--- src/rtl/led_blinker.sv ---
module led_blinker #(
  parameter int EXP_MAX = 13,
  parameter int PW      = 12,
  parameter int CW      = 16
) (
  input  logic        clk,
  input  logic        rst_n,
  input  logic        wr_en,
  input  logic [1:0]  wr_addr,
  input  logic [15:0] wr_data,
  input  logic [1:0]  rd_addr,
  output logic [15:0] rd_data,
  output logic        led,
  output logic        irq
);
  localparam logic [3:0] EXP_TOP = 4'(EXP_MAX);

  logic [6:0]         ctrl_q;
  logic [PW-1:0]      per_q, duty_q, pcnt_q;
  logic [CW-1:0]      cnt_q, left_q;
  logic [EXP_MAX-1:0] pre_q;
  logic               flag_q;

  wire en   = ctrl_q[4];
  wire auto = ctrl_q[5];
  wire msk  = ctrl_q[6];
  wire [3:0] exp_c = (ctrl_q[3:0] > EXP_TOP) ? EXP_TOP : ctrl_q[3:0];
  wire [EXP_MAX-1:0] div_mask = {EXP_MAX{1'b1}} >> exp_c;
  wire tick = en && ((pre_q & div_mask) == div_mask);
  wire [PW-1:0] per_eff = (per_q == '0) ? PW'(1) : per_q;
  wire wrap = tick && (({1'b0, pcnt_q} + 1'b1) >= {1'b0, per_eff});
  wire ctrl_wr = wr_en && (wr_addr == 2'd0);
  wire cnt_wr  = wr_en && (wr_addr == 2'd3);
  wire stop = wrap && auto && (left_q <= CW'(1)) && !ctrl_wr;

  assign led = en && (pcnt_q < duty_q);
  assign irq = flag_q && !msk;

  always_ff @(posedge clk) begin
    if (!rst_n) begin
      ctrl_q <= '0;
      per_q  <= '0;
      duty_q <= '0;
      cnt_q  <= '0;
    end else begin
      if (wr_en) begin
        case (wr_addr)
          2'd0: ctrl_q <= wr_data[6:0];
          2'd1: per_q  <= wr_data[PW-1:0];
          2'd2: duty_q <= wr_data[PW-1:0];
          default: cnt_q <= wr_data[CW-1:0];
        endcase
      end
      if (stop) ctrl_q[4] <= 1'b0;
    end
  end

  always_ff @(posedge clk) begin
    if (!rst_n) begin
      pre_q  <= '0;
      pcnt_q <= '0;
      left_q <= '0;
    end else begin
      if (ctrl_wr) pre_q <= '0;
      else if (en) pre_q <= pre_q + 1'b1;

      if (ctrl_wr || stop) pcnt_q <= '0;
      else if (tick) pcnt_q <= wrap ? '0 : pcnt_q + 1'b1;

      if (ctrl_wr) left_q <= cnt_q;
      else if (cnt_wr) left_q <= wr_data[CW-1:0];
      else if (wrap && auto && !stop) left_q <= left_q - 1'b1;
    end
  end

  always_ff @(posedge clk) begin
    if (!rst_n) flag_q <= 1'b0;
    else if (stop) flag_q <= 1'b1;
    else if (wr_en) flag_q <= 1'b0;
  end

  always_comb begin
    case (rd_addr)
      2'd0: rd_data = {9'b0, ctrl_q};
      2'd1: rd_data = 16'(per_q);
      2'd2: rd_data = 16'(duty_q);
      default: rd_data = 16'(cnt_q);
    endcase
  end
endmodule

--- config.mk ---
export PLATFORM = sky130hd
export DESIGN_NAME = led_blinker
export DESIGN_NICKNAME = d
export VERILOG_FILES = /design/src/rtl/led_blinker.sv
export SDC_FILE = /design/constraint.sdc
export NUM_CORES = 1
export LEC_CHECK = 0
export BUFFER_PORTS_ARGS = -buffer_cell sky130_fd_sc_hd__buf_4
export CAP_MARGIN = 20
export CORE_ASPECT_RATIO = 0.9
export CORE_MARGIN = 5
export CORE_UTILIZATION = 55
export CTS_CLUSTER_SIZE = 40
export DETAILED_ROUTE_END_ITERATION = 16
export GPL_TIMING_DRIVEN = 1
export PLACE_DENSITY = 0.85
export SETUP_SLACK_MARGIN = 0.4
export SLEW_MARGIN = 25
export SYNTH_ARGS = -nofsm -noshare
export SYNTH_HDL_FRONTEND = slang
export SYNTH_SLANG_ARGS = --single-unit
--- constraint.sdc ---
create_clock -name clk -period 5.7 [get_ports clk]
set_clock_uncertainty 0.15 [all_clocks]
set_input_delay 1.14 -clock clk [delete_from_list [all_inputs] [get_ports clk]]
set_output_delay 1.14 -clock clk [all_outputs]
set_load 0.01 [all_outputs]
# Word level (Yosys, flattened, before mapping)

Cells that the tools add are included.

Output and inout port bits: 18
Input bits: 23
Logic and storage cells: 63
Bits in registers: 89

Multiplexer cells: 9
Order comparisons: 4
Shift-type cells: 1
Eq/ne operators: 6
Bitwise logic cells: 3
$add $sub $neg: 4
Reduce and logical (&&, ||, !) cells: 27

Operators with widths:

| cell                                                            | number |
|---|---|
| 2-to-1 mux 16 bit                                               | 3 |
| case mux 16 bit (3 select lines)                                | 1 |
| 2-to-1 mux 12 bit                                               | 2 |
| less-or-equal comparator 16 x 1 -> 1 bit, second input constant | 1 |
| subtractor 16 x 1 -> 16 bit, second input constant              | 1 |
| adder 12 x 1 -> 13 bit, second input constant                   | 1 |
| adder 13 x 1 -> 13 bit, second input constant                   | 1 |
| AND 13 bit                                                      | 1 |
| == test 13 bit                                                  | 1 |
| greater-or-equal comparator 13 x 12 -> 1 bit                    | 1 |
| >> shifter 13 x 4 -> 13 bit, first input constant               | 1 |
| adder 12 x 1 -> 12 bit, second input constant                   | 1 |
| zero test 12 bit                                                | 1 |
| < comparator 12 bit                                             | 1 |
| logical AND 1 bit                                               | 10 |
| AND reduction 2 bit                                             | 4 |
| == test 2 bit, second input constant                            | 3 |
| OR reduction 2 bit                                              | 3 |
| == test 2 x 1 -> 1 bit, second input constant                   | 2 |
| greater-than comparator 4 bit, second input constant            | 1 |
| zero test 2 bit                                                 | 2 |
| 2-to-1 mux 4 bit                                                | 1 |
| zero test 1 bit                                                 | 3 |
| nonzero test 3 bit                                              | 1 |
| 5 further kinds                                                 | 7 |

# Depth between registers and ports, before layout

Depth after elaboration: 15
Gate-level depth with buffers: 16
Gate-level depth less buffers: 12

# Least setup slack after synthesis

No wires, ideal clock.

Path kind: input to output
Start: input port rd_addr[1]
End: output port rd_data[1]
Data required time: 4410 ps
Path slack: 2334 ps
Stages on the path: 3
Path buffers: 2
Data arrival time: 2076 ps
Cells stage by stage: clkbuf_1 > clkbuf_1 > mux4_2

Longest elaborated chain between the ends: 2
Elaborated cells on any way between the ends: 4
Classes of those cells: eq/ne (2); mux (1); reduce/logical (1)

Ends and longest elaborated chain:

| item                                  | RTL line | text |
|---|---|---|
| start: declaration                    | 11       | `input logic [1:0] rd_addr,` |
| == test 2 bit (tied with other cells) | 83       | `case (rd_addr)` |
| case mux 16 bit (3 select lines) *    | 83       |  |
| end: declaration                      | 12       | `output logic [15:0] rd_data,` |

Every way passes the cells marked *; elsewhere a longest branch is shown, timed or not.

# Worst setup path in the final report

Start: register pcnt_q[0]
End: register left_q[8]

Longest elaborated chain between the ends: 9

Ends and longest elaborated chain:

| item                                           | RTL line | text |
|---|---|---|
| start: declaration                             | 19       | `logic [PW-1:0] per_q, duty_q, pcnt_q;` |
| start signal: assignment                       | 68       | `else if (tick) pcnt_q <= wrap ? '0 : pcnt_q + 1'b1;` |
| adder 12 x 1 -> 13 bit *                       | 31       | `wire wrap = tick && (({1'b0, pcnt_q} + 1'b1) >= {1'b0, per_eff});` |
| greater-or-equal comparator 13 x 12 -> 1 bit * | 31       |  |
| logical AND 1 bit *                            | 31       |  |
| logical AND 1 bit *                            | 34, 72   |  |
| logical AND 1 bit (2 in series)                | 34       | `wire stop = wrap && auto && (left_q <= CW'(1)) && !ctrl_wr;` |
| zero test 1 bit                                | 72       | `else if (wrap && auto && !stop) left_q <= left_q - 1'b1;` |
| logical AND 1 bit *                            | 72       |  |
| nonzero test 3 bit (no source line) *          | -        |  |
| end signal: assignment                         | 70       | `if (ctrl_wr) left_q <= cnt_q;` |
| end signal: assignment                         | 71       | `else if (cnt_wr) left_q <= wr_data[CW-1:0];` |
| end signal: assignment                         | 72       |  |
| end: declaration                               | 20       | `logic [CW-1:0] cnt_q, left_q;` |

Marked as above.
A chain may end at the register's enable or synchronous reset.

==> results.sh <==
export IMPL_yosysWarnings=0
export IMPL_p_leak_nw=2.14
export IMPL_place_congestion=0.922
export IMPL_tightestPinTransition_ns=0.959
export IMPL_relSlewSlack_pct=35.9
export IMPL_synthXorXnorAreaFrac_pct=3.97
export IMPL_fin_crit_ns=3.66
export IMPL_ant_nets=0
export IMPL_wirelength_um=13900
export IMPL_clk_latency_ns=0.38
export IMPL_synth_area_mux_share_pct=3.50
export IMPL_irDropWorstVdd_mv=0.172
export IMPL_power_density_mw_per_mm2=258
export IMPL_fin_nets=704
export IMPL_cts_buffer_depth=2
export IMPL_antenna_found_initial=0
export IMPL_fmax_mhz=273
export IMPL_gr_total_overflow=0
export IMPL_synth_nets=689
export IMPL_via_per_inst=6.25
export IMPL_synthCells=639
export IMPL_synth_top_family_by_area="simple AND/OR/NAND/NOR gates"
export IMPL_arrival_ns=3.78
export IMPL_synth_common_cells="130 x nand2_1, 89 x dfxtp_1, 70 x a21oi_1"
export IMPL_vias=4878
export IMPL_async_reset_ff_share_pct=0
export IMPL_slew_violations=0
export IMPL_htreeDepth=3
export IMPL_period_share_pct=64.3
export IMPL_drive_above_1_share_pct=12.4
export IMPL_synth_top_flop_cell="dfxtp_1"
export IMPL_grt_max_degree=62
export IMPL_grt_pass1_vias=4746
export IMPL_synth_top_area_cell="dfxtp_1"
export IMPL_start_util_pct=55.9
export IMPL_timing_rr_end="left_q[8]$_SDFFE_PN0P_"
export IMPL_path_clk_slew_ns=0.09
export IMPL_cts_repair_resize_count=0
export IMPL_postPlaceCellArea_mm2=0.00538
export IMPL_dieArea_mm2=0.0113
export IMPL_portBuffers=40
export IMPL_n_antenna_cell=0
export IMPL_crit_start="pcnt_q[0]$_SDFFE_PP0P_"
export IMPL_hp_class="reg2reg"
export IMPL_post_cts_setup_buffers=0
export IMPL_fp_dieH_um=101
export IMPL_drv_cap=0
export IMPL_grt_pass1_wl_um=22900
export IMPL_cts_made_buffers=9
export IMPL_hpwlAfterDp_um=9920
export IMPL_drtIter0Drc=556
export IMPL_rrSetupSlack_ns=2.04
export IMPL_multi_input_area_mm2=0.00301
export IMPL_die_width_um=111
export IMPL_yosysMostFrequentCell="nand2_1"
export IMPL_synth_top_area_share_pct=35.1
export IMPL_fp_row_count=33
export IMPL_coreArea_mm2=0.00908
export IMPL_power_mw=1.45
export IMPL_synth_avg_cell_area_um2=7.95
export IMPL_syn2layout_area_growth_pct=10.9
export IMPL_rsz0062_at_grt="false"
export IMPL_hold_start="duty_q[7]$_SDFFE_PN0P_"
export IMPL_syn_area_mm2=0.00508
export IMPL_regArea_mm2=0.00178
export IMPL_path_class="reg2reg"
export IMPL_ys_seq_area_share_pct=35.1
export IMPL_clkSinkCount=89
export IMPL_synth_compound_area_share_pct=21.6
export IMPL_io_pins=41
export IMPL_hold_ws_ns=0.311
export IMPL_setup_violations=0
export IMPL_reg2reg_depth=10
export IMPL_cts_root_buf="clkbuf_8"
export IMPL_synth_area_leaders="dfxtp_1 35%, nand2_1 9.6%, a21oi_1 6.9%"
export IMPL_stdcell_count=781
export IMPL_r2r_start="pcnt_q[0]$_SDFFE_PP0P_"
export IMPL_synth_seq_cells=89
export IMPL_run_status="complete, no violations"
export IMPL_path_max_fanout=19
export IMPL_synthAdderAreaFrac_pct=6.65
export IMPL_startpoint_type="flop"
export IMPL_min_path_cells=2
export IMPL_wire_per_inst_um=17.9
export IMPL_n_fill_cell=804
export IMPL_cts_hold_buf=0
export IMPL_fin_area_mm2=0.00563
export IMPL_synth_edf_count=0
export IMPL_tritoncts="done"
export IMPL_place_inst=765
export IMPL_drc=0
export IMPL_gr_usage_all_layers_pct=25.1
export IMPL_synth_cell_types=67
export IMPL_crit_path_end="left_q[8]$_SDFFE_PN0P_"
export IMPL_crit_required_ns=5.82
export IMPL_end_kind="flop"
export IMPL_hold_violations=0
export IMPL_yosys_area_share_simple_pct=23.6
export IMPL_finalSetupTns_ns=0
export IMPL_drt_pre_antenna_iters=5
cell families (layout without fill, tap and decap cells):
family | count (synthesis) | after routing
adders and majority gates | 27 | 27
buffers and inverters | 70 | 90
and+or+nand+nor | 250 | 250
xor gates and xnor gates | 23 | 23
DFF | 89 | 89
muxes | 9 | 9
AOI/OAI and AO/OA | 171 | 171
flip-flops by register name (all words and copies together), names as in the netlist:
name / flops
flag_q: 1
pcnt_q: 12
left_q: 16
pre_q: 13
duty_q: 12
per_q: 12
ctrl_q: 7
cnt_q: 16
report_power, final:
group	leakage, nW	switching [mW]	internal, mW	total [mW]
sequential	0.722	0.0252	0.642	0.668
clock	0.118	0.245	0.296	0.541
combinational	1.30	0.148	0.0972	0.245
worst min path at each step:
stage	to	slack (ns)
after floorplan	duty_q[10]$_SDFFE_PN0P_	0.29
after global placement	duty_q[11]$_SDFFE_PN0P_	0.29
after detailed placement	duty_q[7]$_SDFFE_PN0P_	0.30
after CTS	duty_q[7]$_SDFFE_PN0P_	0.31
after global routing	duty_q[11]$_SDFFE_PN0P_	0.34
final	duty_q[7]$_SDFFE_PN0P_	0.31
area by class of cell:
type                       instances  area share, %
tap                              122           2.71
multi-input combinational        480           53.5
clock inverter                     7           2.22
inverter                          33           2.22
clock buffer                       9           2.20
timing repair buffer              41           5.47
sequential                        89           31.7
cells in the final DEF (no fill, tap or decap), drive strengths merged, types with 12 or more instances in the layout:
master,count
o21ai,30
a21oi,70
buf,41
dfxtp,89
ha,27
and3,13
nand2,130
nor2,33
xnor2,12
nand3,21
inv,34
worst max-delay path: stages (launching register included):
cell	delay, ns
dfxtp_1	0.50
ha_1	0.36
nand2_1	0.10
xnor2_1	0.27
ha_1	0.30
a211oi_1	0.27
o21ai_0	0.18
a211o_1	0.52
a31oi_4	0.57
a211oi_1	0.10
a211oi_1	0.22
per-stage QoR:
step           utilization (%)  worst slack [ns]
6_report                  62.0              2.04
3_3_place_gp              59.2              2.27
3_5_place_dp              59.2              2.14
5_1_grt                   62.0              1.75
4_1_cts                   62.0              2.09
2_1_floorplan                -              2.33
per-layer routing:
layer,global-route usage (%),vias up,part of all wire [%]
met2,41.9,250,46
met1,31.5,2296,41
met3,6.75,37,9.9
met4,9.64,0,2.5
li1,-,2295,-
met5,0,-,0
Power figures use the tool's default switching activity.
